**src/rtl/mul_pkg.sv**
```systemverilog
// Package: shared types for the iterative multiplier.
// Assumes nothing beyond IEEE 1800-2017 packages.
package mul_pkg;
    // Operand interpretation selected at start.
    typedef enum logic {
        MODE_UNSIGNED = 1'b0,
        MODE_SIGNED   = 1'b1
    } mul_mode_e;
endpackage

```
**src/rtl/mul_operand_prep.sv**
```systemverilog
// Module: mul_operand_prep
// Purpose: prepares the operands at start. In signed mode with a negative
// multiplier it negates both operands, so the multiplier is non-negative
// and the sign sits on the multiplicand. The multiplicand is widened by one
// bit so that negating the most negative value stays representable.
// Assumes: purely combinational; the caller registers the outputs.
module mul_operand_prep
    import mul_pkg::*;
#(
    parameter int WIDTH = 32
) (
    input  logic [WIDTH-1:0] mcand_i,
    input  logic [WIDTH-1:0] mplier_i,
    input  mul_mode_e        mode_i,
    output logic [WIDTH:0]   mcand_x_o,
    output logic [WIDTH-1:0] mplier_x_o
);
    localparam logic [WIDTH-1:0] MOST_NEG = {1'b1, {(WIDTH-1){1'b0}}};

    logic           flip;
    logic [WIDTH:0] mcand_ext;

    // Decide whether both operands are negated.
    always_comb begin
        flip = (mode_i == MODE_SIGNED) && mplier_i[WIDTH-1];
    end

    // Extend the multiplicand according to the mode.
    always_comb begin
        if (mode_i == MODE_SIGNED) mcand_ext = {mcand_i[WIDTH-1], mcand_i};
        else                       mcand_ext = {1'b0, mcand_i};
    end

    // Apply the conditional negation.
    always_comb begin
        if (flip) begin
            mcand_x_o  = ~mcand_ext + 1'b1;
            mplier_x_o = ~mplier_i + 1'b1;
        end else begin
            mcand_x_o  = mcand_ext;
            mplier_x_o = mplier_i;
        end
    end

    // after negation the multiplier is non-negative, or it is the most
    // negative pattern, which is read as the magnitude 2^(WIDTH-1).
    always_comb begin
        if (flip) begin
            p_mplier_magnitude_r5: assert (!mplier_x_o[WIDTH-1] || mplier_x_o == MOST_NEG);
        end
    end
endmodule

```
**src/rtl/mul_sequencer.sv**
```systemverilog
// Module: mul_sequencer
// Purpose: counts the add-shift iterations, keeps the busy flag, gives a
// one-cycle done pulse after the last step, and blocks starts while busy.
// Assumes: start_i is synchronous to clk; reset is synchronous, active low.
module mul_sequencer #(
    parameter int WIDTH = 32
) (
    input  logic clk,
    input  logic rst_n,
    input  logic start_i,
    output logic load_o,
    output logic step_o,
    output logic busy_o,
    output logic done_o
);
    localparam int CNT_W = $clog2(WIDTH) + 1;
    localparam logic [CNT_W-1:0] STEPS = CNT_W'(WIDTH);

    logic [CNT_W-1:0] cnt_q;
    logic             busy_q;
    logic             done_q;

    // Accept a start only while idle; step on every busy cycle.
    always_comb begin
        load_o = start_i && !busy_q;
        step_o = busy_q;
    end

    // Iteration counter, busy flag and done pulse.
    always_ff @(posedge clk) begin
        if (!rst_n) begin
            cnt_q  <= '0;
            busy_q <= 1'b0;
            done_q <= 1'b0;
        end else begin
            done_q <= 1'b0;
            if (load_o) begin
                cnt_q  <= STEPS;
                busy_q <= 1'b1;
            end else if (busy_q) begin
                cnt_q <= cnt_q - 1'b1;
                if (cnt_q == CNT_W'(1)) begin
                    busy_q <= 1'b0;
                    done_q <= 1'b1;
                end
            end
        end
    end

    assign busy_o = busy_q;
    assign done_o = done_q;

    // Checker counter: cycles spent since the accepted start.
    logic [CNT_W:0] lat_q;
    always_ff @(posedge clk) begin
        if (!rst_n)       lat_q <= '0;
        else if (load_o)  lat_q <= '0;
        else if (busy_q)  lat_q <= lat_q + 1'b1;
    end

    // done arrives exactly WIDTH cycles after the accepted start.
    p_latency_r2: assert property (@(posedge clk) disable iff (!rst_n)
        done_q |-> lat_q == (CNT_W+1)'(WIDTH));

    // done lasts a single cycle and never overlaps busy.
    p_done_pulse_r9: assert property (@(posedge clk) disable iff (!rst_n)
        done_q |=> !done_q);
    p_done_idle_r9: assert property (@(posedge clk) disable iff (!rst_n)
        done_q |-> !busy_q);

    // a start while busy does not restart the count.
    p_busy_start_ignored_r6: assert property (@(posedge clk) disable iff (!rst_n)
        (busy_q && start_i && cnt_q > CNT_W'(1)) |=> busy_q && cnt_q == $past(cnt_q) - 1'b1);
endmodule

```
**src/rtl/mul_datapath.sv**
```systemverilog
// Module: mul_datapath
// Purpose: the combined product/multiplier register and its adder. On load
// the low half takes the prepared multiplier and the high half clears. On
// each step the low bit selects the multiplicand or zero. The addend goes
// into a WIDTH+1 bit sum with the upper half, and the register shifts right
// in the same cycle. Bit WIDTH of the sum fills the top bit: the carry in
// unsigned mode, the sign in signed mode.
// Assumes: load and step are never high together.
module mul_datapath
    import mul_pkg::*;
#(
    parameter int WIDTH = 32
) (
    input  logic               clk,
    input  logic               rst_n,
    input  logic               load_i,
    input  logic               step_i,
    input  mul_mode_e          mode_i,
    input  logic [WIDTH:0]     mcand_x_i,
    input  logic [WIDTH-1:0]   mplier_x_i,
    output logic [2*WIDTH-1:0] prod_o
);
    localparam int PW = 2 * WIDTH;

    logic [PW-1:0]    prod_q;
    logic [WIDTH:0]   mcand_q;
    mul_mode_e        mode_q;
    logic [WIDTH:0]   upper_ext;
    logic [WIDTH:0]   addend;
    logic [WIDTH:0]   sum;
    logic [PW-1:0]    prod_next;

    // Extend the upper half according to the captured mode.
    always_comb begin
        if (mode_q == MODE_SIGNED) upper_ext = {prod_q[PW-1], prod_q[PW-1:WIDTH]};
        else                       upper_ext = {1'b0, prod_q[PW-1:WIDTH]};
    end

    // Select the multiplicand or zero from the low bit, then add.
    always_comb begin
        addend    = prod_q[0] ? mcand_q : '0;
        sum       = upper_ext + addend;
        prod_next = {sum, prod_q[WIDTH-1:1]};
    end

    // Product register, multiplicand and mode storage.
    always_ff @(posedge clk) begin
        if (!rst_n) begin
            prod_q  <= '0;
            mcand_q <= '0;
            mode_q  <= MODE_UNSIGNED;
        end else if (load_i) begin
            prod_q  <= {{WIDTH{1'b0}}, mplier_x_i};
            mcand_q <= mcand_x_i;
            mode_q  <= mode_i;
        end else if (step_i) begin
            prod_q <= prod_next;
        end
    end

    assign prod_o = prod_q;

    // an unsigned step with a clear low bit is a pure logical shift.
    p_shift_only_r3: assert property (@(posedge clk) disable iff (!rst_n)
        (step_i && !load_i && !prod_q[0] && mode_q == MODE_UNSIGNED)
        |=> prod_q == {1'b0, $past(prod_q[PW-1:1])});

    // a signed step with a clear low bit keeps the sign of the upper half.
    p_sign_fill_r4: assert property (@(posedge clk) disable iff (!rst_n)
        (step_i && !load_i && !prod_q[0] && mode_q == MODE_SIGNED)
        |=> prod_q[PW-1] == $past(prod_q[PW-1]));
endmodule

```
**src/rtl/shiftadd_mul.sv**
```systemverilog
// Module: shiftadd_mul (top)
// Purpose: iterative signed/unsigned multiplier. WIDTH add-shift steps per
// product; the high and low result words hold until the next accepted start.
// Assumes: synchronous active-low reset; operands and mode are valid in the
// cycle start_i is high.
module shiftadd_mul
    import mul_pkg::*;
#(
    parameter int WIDTH = 32
) (
    input  logic             clk,
    input  logic             rst_n,
    input  logic             start_i,
    input  logic             signed_i,
    input  logic [WIDTH-1:0] mcand_i,
    input  logic [WIDTH-1:0] mplier_i,
    output logic             busy_o,
    output logic             done_o,
    output logic [WIDTH-1:0] hi_o,
    output logic [WIDTH-1:0] lo_o
);
    logic               load;
    logic               step;
    mul_mode_e          mode;
    logic [WIDTH:0]     mcand_x;
    logic [WIDTH-1:0]   mplier_x;
    logic [2*WIDTH-1:0] prod;

    // Map the select input onto the mode type.
    always_comb begin
        mode = signed_i ? MODE_SIGNED : MODE_UNSIGNED;
    end

    mul_operand_prep #(.WIDTH(WIDTH)) u_prep (
        .mcand_i    (mcand_i),
        .mplier_i   (mplier_i),
        .mode_i     (mode),
        .mcand_x_o  (mcand_x),
        .mplier_x_o (mplier_x)
    );

    mul_sequencer #(.WIDTH(WIDTH)) u_seq (
        .clk     (clk),
        .rst_n   (rst_n),
        .start_i (start_i),
        .load_o  (load),
        .step_o  (step),
        .busy_o  (busy_o),
        .done_o  (done_o)
    );

    mul_datapath #(.WIDTH(WIDTH)) u_dp (
        .clk        (clk),
        .rst_n      (rst_n),
        .load_i     (load),
        .step_i     (step),
        .mode_i     (mode),
        .mcand_x_i  (mcand_x),
        .mplier_x_i (mplier_x),
        .prod_o     (prod)
    );

    assign hi_o = prod[2*WIDTH-1:WIDTH];
    assign lo_o = prod[WIDTH-1:0];

    // an accepted start makes the block busy with a cleared high word.
    p_load_clears_hi_r1: assert property (@(posedge clk) disable iff (!rst_n)
        (start_i && !busy_o) |=> busy_o && hi_o == '0);

    // idle without a start leaves both result words untouched.
    p_hold_idle_r7: assert property (@(posedge clk) disable iff (!rst_n)
        (!busy_o && !start_i) |=> $stable(hi_o) && $stable(lo_o));
endmodule

```
**config.mk**
```make
export PLATFORM = sky130hd
export DESIGN_NAME = shiftadd_mul
export DESIGN_NICKNAME = d
export VERILOG_FILES = /design/src/rtl/mul_pkg.sv /design/src/rtl/mul_operand_prep.sv /design/src/rtl/mul_sequencer.sv /design/src/rtl/mul_datapath.sv /design/src/rtl/shiftadd_mul.sv
export SDC_FILE = /design/constraint.sdc
export NUM_CORES = 1
export LEC_CHECK = 0
export ABC_AREA = 1
export BUFFER_PORTS_ARGS = -buffer_cell sky130_fd_sc_hd__buf_4
export CORE_ASPECT_RATIO = 2
export CORE_MARGIN = 2
export CORE_UTILIZATION = 30
export DETAILED_ROUTE_END_ITERATION = 8
export GPL_TIMING_DRIVEN = 0
export HOLD_SLACK_MARGIN = 0.1
export PLACE_DENSITY = 0.5
export SLEW_MARGIN = 15
export SYNTH_ARGS = -nofsm -noshare
export SYNTH_HDL_FRONTEND = slang
export SYNTH_SLANG_ARGS = --single-unit
export TNS_END_PERCENT = 50
```
**constraint.sdc**
```tcl
create_clock -name clk -period 4.7 [get_ports clk]
set_clock_uncertainty 0.2 [all_clocks]
set_input_delay 0.235 -clock clk [delete_from_list [all_inputs] [get_ports clk]]
set_output_delay 0.235 -clock clk [all_outputs]
set_load 0.05 [all_outputs]
```
==> flow_metrics.env <==
export IMPL_final_setup_tns_ps=0
export IMPL_worstPathMaxFanout=10
export IMPL_num_antenna_cells=0
export IMPL_cp_slowest_cell="clkbuf_1"
export IMPL_detail_route_antenna_nets=0
export IMPL_yosysSeqAreaShare=0.247
export IMPL_synth_ff_type="dfxtp_1"
export IMPL_max_stage_delay_ps=410
export IMPL_hp_class="input port to flip-flop"
export IMPL_synth_warnings=0
export IMPL_critPathLaunchType="flip-flop"
export IMPL_fin_crit_sh=0.659
export IMPL_clk_path_buf_depth=2
export IMPL_met1_usage=0.194
export IMPL_worstPathRequired_ps=4790
export IMPL_met3_usage=0.0324
export IMPL_syn_area_mm2=0.00858
export IMPL_drt_iter0_markers=498
export IMPL_die_height_um=243
export IMPL_ir_worst_vdd_uv=158
export IMPL_rsz0062_at_grt="no"
export IMPL_htree_levels=3
export IMPL_rows=87
export IMPL_clkSinkCount=106
export IMPL_cts_buffers=9
export IMPL_path_cells="clkbuf_1 > clkbuf_1 > nand2_1 > inv_1 > ha_1 > nand2_2 > nor2_1 > and2_1 > nand2_1 > nand2_2 > nand2_1 > nand3_1 > nand3_1 > nand2_1 > inv_1"
export IMPL_max_freq_mhz=323
export IMPL_cp_num_buf_inv=4
export IMPL_slew_violations=0
export IMPL_drive_gt1_frac=0.142
export IMPL_postCtsSetupBuffers=0
export IMPL_dp_hpwl_um=29000
export IMPL_setup_violations_final=0
export IMPL_place_gp_congestion=0.924
export IMPL_initial_core_util=0.304
export IMPL_drc_errors=0
export IMPL_synth_top_area_frac=0.247
export IMPL_post_cts_resize_count=0
export IMPL_final_core_util=0.390
export IMPL_max_slew_margin=0.453
export IMPL_p_leak_nw=5.97
export IMPL_synthArstFlopShare=0
export IMPL_cp_arrival_ps=3190
export IMPL_grt_antenna_before_repair=0
export IMPL_cts_root_buf="clkbuf_16"
export IMPL_wl_um=34300
export IMPL_grt_pass1_wl_um=52500
export IMPL_io_pins=134
export IMPL_synthToLayoutAreaGrowth_pct=28.1
export IMPL_final_net_count=1788
export IMPL_ys_ff_latch=106
export IMPL_clk_latency_ps=380
export IMPL_cpMostUsedCell="nand2_1"
export IMPL_die_width_um=124
export IMPL_dr_total_vias=9640
export IMPL_maxCapViolCount=0
export IMPL_synthTopCellsByArea="dfxtp_1 25%, nand2_1 19%, inv_1 11%"
export IMPL_cp_end_kind="flip-flop"
export IMPL_powerDensity_mw_per_mm2=229
export IMPL_overflow=0
export IMPL_tritoncts="built"
export IMPL_status="finished, final reports clean"
export IMPL_clk_pin_slew_ps=80
export IMPL_firstDrtPassIters=6
export IMPL_grt_usage=0.235
export IMPL_synth_nets=1576
export IMPL_hold_viol=0
export IMPL_critical_path_top_delay_family="simple AND/OR/NAND/NOR gates"
export IMPL_synth_distinct_cells=51
export IMPL_fp_coreArea_mm2=0.0282
export IMPL_grtUsageMet2=0.490
export IMPL_avgSynthCellArea_um2=5.83
export IMPL_synth_edf_count=0
export IMPL_vias_per_cell=4.72
export IMPL_yosysTopAreaCell="dfxtp_1"
export IMPL_die_area_mm2=0.0300
export IMPL_grt_max_degree=19
export IMPL_worst_pin_slew_ps=821
export IMPL_synthCells=1471
export IMPL_busiest_layer="met2"
export IMPL_port_buffers=133
export IMPL_min_period_ps=3100
export IMPL_wl_per_cell_um=16.8
export IMPL_grt_pass1_vias=9951
export IMPL_worst_setup_path_type="flip-flop to flip-flop"
export IMPL_whs_ps=107
export IMPL_hold_buffers=68
==> power by group <==
group	switching, mW	internal [mW]	total [mW]	leakage [nW]
logic	0.469	0.260	0.729	4.96
clock network	0.401	0.381	0.782	0.140
registers	0.0493	0.960	1.01	0.870
total	0.920	1.60	2.52	5.97
==> placed cells by master (no fill, tap or decap), types with 17 or more instances in the layout <==
cell and n:
ha_1 36, nand3_1 113, nand2_1 443, dlygate4sd3_1 68, inv_1 256, nor2_1 174, buf_2 22, buf_4 138
dfxtp_1 106, xor2_1 18, nor3_1 17, a22oi_1 30, a21oi_1 65, o21ai_0 44
==> worst register-to-register path: cells and delay by family, from the launching register on <==
kind,cells,cell delay [ps]
flip-flops,1,350
adder cells (fa/ha/maj),1,230
buffers and inverters,4,910
AND/OR/NAND/NOR,10,1320
==> state kept, by name, indices dropped and copies added (netlist names) <==
signal	count
u_dp.mcand_q	33
u_seq.done_o	1
u_seq.busy_o	1
u_dp.prod_o	64
u_dp.mode_q	1
u_seq.cnt_q	6
==> cell families (layout without fill, tap and decap cells) <==
logic type / Yosys count / in the layout / synth area share
simple gates: 823 / 823 / 0.412
buf+inv: 306 / 523 / 0.142
compound gates: 179 / 179 / 0.123
flops: 106 / 106 / 0.247
fa+ha+maj: 37 / 37 / 0.0549
xor+xnor: 20 / 20 / 0.0204
==> worst paths after layout <==
check                                   endpoint              from  cells past startpoint  slack, ps
worst max register to register   u_dp.prod_o[63]    u_dp.prod_o[0]                     15       1600
worst max-delay path             u_dp.prod_o[63]    u_dp.prod_o[0]                     15       1600
worst min register to register  u_dp.mcand_q[31]  u_dp.mcand_q[31]                      2        260
worst min-delay path              u_dp.prod_o[8]       mplier_i[8]                      5        110
==> Yosys cell counts (4+ instances only) <==
cell type and number:
nand3_1 113, xor2_1 18, buf_4 5, nor2_1 174, inv_2 7, clkbuf_1 11, a21oi_1 65, nor3_1 17
nor2_2 13, nor2_4 4, o21ai_1 16, nand3_2 5, o31ai_1 4, nand3b_1 5, o21ai_0 44, nand2_2 16
nand4_1 12, dfxtp_1 106, a22oi_1 30, nand2_1 443, a32o_1 4, or2_2 4, inv_1 256, ha_1 36
buf_2 22
==> routing by layer <==
layer	vias up	part of all wire	wire length (um)
met3	85	0.027	926
met2	219	0.59	20300
met5	-	0	0
li1	5011	-	-
met4	0	0.057	1950
met1	4325	0.32	11100
==> cell type report <==
type	count	area, um^2
inverters	264	993
multi-input cells	1059	5240
plain buffers	42	223
fillers	3136	17200
repair buffers	201	1680
clock inverters	6	47.5
clock buffers	10	239
flip-flops and latches	106	2120
well taps	356	445
==> per-stage QoR <==
stage	area (um^2)	instances	total power [mW]	setup slack, ps
2_1_floorplan	8580	1471	1.45	1980
3_3_place_gp	10000	1960	1.71	1500
3_5_place_dp	10000	1960	1.72	1500
4_1_cts	11000	2044	2.56	1490
5_1_grt	11000	2044	2.66	1290
6_report	11000	2044	2.52	1600
Power figures use the tool's default switching activity.
